==> src/rtl/sram_ctrl_pkg.sv <==
package sram_ctrl_pkg;
  typedef enum logic [1:0] {
    ST_IDLE    = 2'd0,
    ST_SETUP   = 2'd1,
    ST_STROBE  = 2'd2,
    ST_RECOVER = 2'd3
  } ctrl_state_t;
endpackage

==> src/rtl/sram_cycle_timer.sv <==
// Down counter timing one phase of an access; last is high in the phase's final cycle.
module sram_cycle_timer #(
  parameter int CNT_W = 4
) (
  input  logic             clk,
  input  logic             rst,
  input  logic             load,
  input  logic [CNT_W-1:0] load_val,
  output logic             last
);
  logic [CNT_W-1:0] cnt;

  always_ff @(posedge clk) begin
    if (rst)              cnt <= '0;
    else if (load)        cnt <= load_val;
    else if (cnt != '0)   cnt <= cnt - 1'b1;
  end

  assign last = (cnt == '0);
endmodule

==> src/rtl/sram_lane_map.sv <==
// Maps a byte mask onto active-low lane selects and zeroes unselected read bytes.
module sram_lane_map #(
  parameter int DATA_W = 16,
  localparam int LANES = DATA_W / 8
) (
  input  logic [LANES-1:0]  mask,
  input  logic [DATA_W-1:0] raw,
  output logic [LANES-1:0]  lane_n,
  output logic [DATA_W-1:0] masked
);
  for (genvar i = 0; i < LANES; i++) begin : g_lane
    assign lane_n[i]         = ~mask[i];
    assign masked[i*8 +: 8]  = mask[i] ? raw[i*8 +: 8] : 8'h00;
  end
endmodule

==> src/rtl/sram_lane_ctrl.sv <==
module sram_lane_ctrl #(
  parameter int ADDR_W        = 17,
  parameter int DATA_W        = 16,
  parameter int SETUP_CYC     = 1,
  parameter int WR_STROBE_CYC = 9,
  parameter int RD_STROBE_CYC = 11,
  parameter int RECOVER_CYC   = 1,
  localparam int LANES   = DATA_W / 8,
  localparam int MAX_CYC = (WR_STROBE_CYC > RD_STROBE_CYC) ? WR_STROBE_CYC : RD_STROBE_CYC,
  localparam int ALL_MAX = (MAX_CYC > SETUP_CYC) ? ((MAX_CYC > RECOVER_CYC) ? MAX_CYC : RECOVER_CYC)
                                                 : ((SETUP_CYC > RECOVER_CYC) ? SETUP_CYC : RECOVER_CYC),
  localparam int CNT_W   = $clog2(ALL_MAX + 1)
) (
  input  logic              clk,
  input  logic              rst,
  input  logic              host_req,
  input  logic              host_we,
  input  logic [ADDR_W-1:0] host_addr,
  input  logic [DATA_W-1:0] host_wdata,
  input  logic [LANES-1:0]  host_mask,
  output logic              host_ready,
  output logic [DATA_W-1:0] host_rdata,
  output logic [ADDR_W-1:0] mem_addr,
  output logic              mem_cs_n,
  output logic              mem_we_n,
  output logic              mem_oe_n,
  output logic [LANES-1:0]  mem_lane_n,
  output logic [DATA_W-1:0] mem_dq_out,
  output logic              mem_dq_oe,
  input  logic [DATA_W-1:0] mem_dq_in
);
  import sram_ctrl_pkg::*;

  ctrl_state_t      state, nxt;
  logic             wr_q;
  logic [LANES-1:0] mask_q;
  logic             cur_wr;
  logic [LANES-1:0] cur_mask;
  logic             cur_any;
  logic             t_load, t_last;
  logic [CNT_W-1:0] t_val;
  logic [LANES-1:0] lane_n_map;
  logic [DATA_W-1:0] rd_masked;

  // In idle the incoming request defines the access; afterwards the latched copy does.
  assign cur_wr   = (state == ST_IDLE) ? host_we   : wr_q;
  assign cur_mask = (state == ST_IDLE) ? host_mask : mask_q;
  assign cur_any  = |cur_mask;

  sram_cycle_timer #(.CNT_W(CNT_W)) u_timer (
    .clk(clk), .rst(rst), .load(t_load), .load_val(t_val), .last(t_last)
  );

  sram_lane_map #(.DATA_W(DATA_W)) u_lanes (
    .mask(cur_mask), .raw(mem_dq_in), .lane_n(lane_n_map), .masked(rd_masked)
  );

  always_comb begin
    nxt    = state;
    t_load = 1'b0;
    t_val  = '0;
    unique case (state)
      ST_IDLE: if (host_req) begin
        nxt = ST_SETUP; t_load = 1'b1; t_val = CNT_W'(SETUP_CYC - 1);
      end
      ST_SETUP: if (t_last) begin
        nxt = ST_STROBE; t_load = 1'b1;
        t_val = wr_q ? CNT_W'(WR_STROBE_CYC - 1) : CNT_W'(RD_STROBE_CYC - 1);
      end
      ST_STROBE: if (t_last) begin
        nxt = ST_RECOVER; t_load = 1'b1; t_val = CNT_W'(RECOVER_CYC - 1);
      end
      ST_RECOVER: if (t_last) nxt = ST_IDLE;
      default: nxt = ST_IDLE;
    endcase
  end

  always_ff @(posedge clk) begin
    if (rst) begin
      state      <= ST_IDLE;
      wr_q       <= 1'b0;
      mask_q     <= '0;
      host_ready <= 1'b0;
      host_rdata <= '0;
      mem_addr   <= '0;
      mem_cs_n   <= 1'b1;
      mem_we_n   <= 1'b1;
      mem_oe_n   <= 1'b1;
      mem_lane_n <= '1;
      mem_dq_out <= '0;
      mem_dq_oe  <= 1'b0;
    end else begin
      state      <= nxt;
      host_ready <= (state == ST_RECOVER) && t_last;
      if (state == ST_IDLE && host_req) begin
        wr_q       <= host_we;
        mask_q     <= host_mask;
        mem_addr   <= host_addr;
        mem_dq_out <= host_wdata;
      end
      if (state == ST_STROBE && t_last && !wr_q)
        host_rdata <= rd_masked;
      mem_cs_n   <= !(nxt != ST_IDLE && cur_any);
      mem_lane_n <= (nxt != ST_IDLE) ? lane_n_map : '1;
      mem_we_n   <= !(nxt == ST_STROBE && cur_wr && cur_any);
      mem_oe_n   <= !(nxt == ST_STROBE && !cur_wr && cur_any);
      mem_dq_oe  <= (nxt != ST_IDLE) && cur_wr;
    end
  end
endmodule

==> config.mk <==
export PLATFORM = sky130hd
export DESIGN_NAME = sram_lane_ctrl
export DESIGN_NICKNAME = d
export VERILOG_FILES = /design/src/rtl/sram_ctrl_pkg.sv /design/src/rtl/sram_cycle_timer.sv /design/src/rtl/sram_lane_map.sv /design/src/rtl/sram_lane_ctrl.sv
export SDC_FILE = /design/constraint.sdc
export NUM_CORES = 1
export LEC_CHECK = 0
export ABC_AREA = 1
export BUFFER_PORTS_ARGS = -buffer_cell sky130_fd_sc_hd__buf_2
export CAP_MARGIN = 20
export CORE_UTILIZATION = 32
export CTS_BUF_LIST = sky130_fd_sc_hd__clkbuf_4 sky130_fd_sc_hd__clkbuf_8
export CTS_CLUSTER_DIAMETER = 120
export DETAILED_ROUTE_END_ITERATION = 16
export GPL_TIMING_DRIVEN = 0
export PLACE_DENSITY_LB_ADDON = 0.12
export SKIP_LAST_GASP = 1
export SLEW_MARGIN = 20
export SYNTH_ARGS = -nofsm -noshare
export SYNTH_HDL_FRONTEND = slang
export SYNTH_SLANG_ARGS = --single-unit
export TNS_END_PERCENT = 1
==> constraint.sdc <==
create_clock -name clk -period 2.5 [get_ports clk]
set_clock_uncertainty 0.2 [all_clocks]
set_input_delay 0.5 -clock clk [delete_from_list [all_inputs] [get_ports clk]]
set_output_delay 0.5 -clock clk [all_outputs]
set_load 0.05 [all_outputs]
==> flow_metrics.py <==
metrics = {
    "finish": {
        "mostFrequentLayoutCell": "buf_2",
        "final_cell_mix": "buf_2, nor2_1, dfxtp_1",
        "final_cell_area_mm2": 0.00334,
        "drive_above_1_share_pct": 31.6,
        "areaGrowthSynthToFinish_pct": 33.0,
        "finalNetCount": 498,
        "diodes": 0,
    },
    "clock_tree": {
        "ctsResizeCount": 0,
        "cts_buffers": 9,
        "clk_path_buf_depth": 2,
        "insertion_delay_ps": 330,
        "holdBufCountCts": 0,
        "cts_setup_buffers": 0,
        "path_clk_slew_ps": 70,
        "root_buffer": "clkbuf_8",
        "cts_tree": "done",
        "cts_sinks": 65,
        "htreeDepth": 3,
    },
    "critical_path": {
        "critPathMaxFanout": 10,
        "path_cells": "inv_1, ha_1, buf_4, inv_2, nor2_2, a21oi_4, or2_1, nand3_1, nor2_1, nand2_1",
        "critPathKind": "reg -> reg",
        "end_kind": "flip-flop",
        "critPathBufInv": 3,
        "critPathTopFamily": "simple AND/OR/NAND/NOR gates",
        "slowest_stage": "dfxtp_1",
        "cp.arrival_ps": 2100,
        "required_ps": 2510,
        "cp_slowest_stage_delay_ps": 430,
        "crit_path_start_kind": "flip-flop",
    },
    "floorplanning": {
        "die_h_um": 90.6,
        "rows": 31,
        "die_area_mm2": 0.00820,
        "coreArea_mm2": 0.00741,
        "die_x_um": 90.6,
        "pin_count": 111,
        "initial_core_util_pct": 33.9,
    },
    "placement": {
        "place.gp.congestion": 0.726,
        "hpwl_um": 4530,
        "portBuffers": 110,
        "place_area_mm2": 0.00318,
    },
    "sta": {
        "maxSlewHeadroom_pct": 67.0,
        "tns_ps": 0,
        "slew_viol_final": 0,
        "hold_violations": 0,
        "worst_pin_slew_ps": 495,
        "layout_min_cycle_time_ps": 2090,
        "rsz0062_at_grt": "false",
        "clock.fmax_ghz": 0.479,
        "fin_crit_sh_pct": 83.4,
        "setup_viol": 0,
    },
    "logic_synthesis": {
        "yosys_warnings": 0,
        "synthesis.nets": 377,
        "synthFlopType": "dfxtp_1",
        "synth_edf_count": 0,
        "ys_seq_area_share_pct": 51.8,
        "ys_async_sr_fraction_pct": 0,
        "postSynthCellCount": 316,
        "yosysUniqueCellTypes": 30,
        "synth_area_per_cell_um2": 7.94,
        "synthesis.area_mm2": 0.00251,
        "ys_ff_latch": 65,
    },
    "drt": {
        "wl_met1_um": 2900,
        "vias_per_cell": 4.46,
        "firstDrtPassIters": 4,
        "vias": 2402,
        "wl_met3_um": 493,
        "ant_nets": 0,
        "drt-initial-drc-count": 63,
        "drc": 0,
        "post_drt_wl_per_cell_um": 11.4,
        "top_layer": "met4",
        "wirelength_um": 6130,
        "dr_wl_met2_um": 2640,
    },
    "worst_hold_path": {
        "hold_path.class": "in -> reg",
    },
    "run": {
        "cap_violations": 0,
    },
    "global_routing": {
        "grt_usage_pct": 16.0,
        "grt_pass1_vias": 2263,
        "grt_pass1_wl_um": 10400,
        "grt-ovfl-total": 0,
        "antenna_found_initial": 0,
        "grt_max_degree": 11,
    },
    "power_and_ir_drop": {
        "power_mw": 3.49,
        "power_leakage_nw": 1.59,
        "pwr_density_cell_mw_per_mm2": 1040,
        "peakVddDrop_mv": 0.447,
    },
    "status": {
        "outcome": "completed",
    },
}
==> area by class of cell <==
| type | count | area (um2) |
|---|---|---|
| clock inverter | 4 | 22.5 |
| sequential | 65 | 1300 |
| clock buffer | 10 | 131 |
| tap | 99 | 124 |
| fill | 832 | 4070 |
| multi-input combinational | 213 | 1040 |
| inverter | 23 | 86.3 |
| timing repair buffer | 110 | 551 |
| buffer | 15 | 78.8 |
==> logic make-up after synthesis <==
logic type | Yosys count | share of synthesized area, %
simple gates | 142 | 24.0
flops | 65 | 51.8
compound gates | 62 | 13.5
buf+inv | 38 | 6.58
fa+ha+maj | 6 | 2.99
xor+xnor | 3 | 1.05
==> worst register-to-register path: stages, from the launching register on <==
cell	delay, ps
dfxtp_1	430
inv_1	110
ha_1	200
buf_4	170
inv_2	90
nor2_2	60
a21oi_4	260
or2_1	170
nand3_1	70
nor2_1	150
nand2_1	70
==> power by group <==
part | switching (mW) | internal, mW | total [mW]
combinational | 1.05 | 0.392 | 1.45
sequential | 0.0903 | 1.21 | 1.30
clock | 0.384 | 0.354 | 0.738
total | 1.53 | 1.96 | 3.49
==> metal layers <==
layer	vias to the layer above	global-route usage (%)
li1	1261	-
met1	1062	20.0
met2	71	24.4
met3	8	6.06
met4	0	6.59
met5	-	0
==> sequential cells by signal, summed over array words and instances, names as in the netlist <==
name	cells
mem_lane_n	2
wr_q	1
mem_cs_n	1
state	2
mem_dq_out	16
mem_we_n	1
mem_addr	17
u_timer.cnt	4
mem_dq_oe	1
host_rdata	16
mem_oe_n	1
mask_q	2
host_ready	1
==> metrics by stage <==
| step | hold WS [ps] | utilization, % | worst slack (ps) | std cells |
|---|---|---|---|---|
| 2_1_floorplan | 257 | - | 704 | 316 |
| 6_report | 207 | 45.1 | 414 | 539 |
| 5_1_grt | 203 | 45.1 | 242 | 539 |
| 3_5_place_dp | 253 | 43.0 | 406 | 525 |
| 4_1_cts | 200 | 45.1 | 392 | 539 |
| 3_3_place_gp | 250 | 43.0 | 429 | 525 |
==> synthesized netlist by cell type, types with 2 or more instances <==
master,n,share of area [%]
nor2_1,71,11
nor3_1,4,0.80
inv_1,20,3.0
a21oi_1,19,3.8
dfxtp_1,65,52
a211oi_1,3,0.90
clkbuf_1,10,1.5
nor2_2,2,0.50
o21ai_0,36,7.2
xor2_1,2,0.70
inv_2,3,0.45
nand3_1,21,4.2
ha_1,6,3.0
nand2_1,38,5.7
==> path summary, 6_finish.rpt <==
check / start / to / slack [ps] / depth (start not counted)
max: state[0] / mem_we_n / 410 / 10
min: rst / mask_q[1] / 210 / 2
max reg2reg: state[0] / mem_we_n / 410 / 10
min reg2reg: host_rdata[3] / host_rdata[3] / 260 / 2
Note: power is estimated with default switching activity, not from simulation.
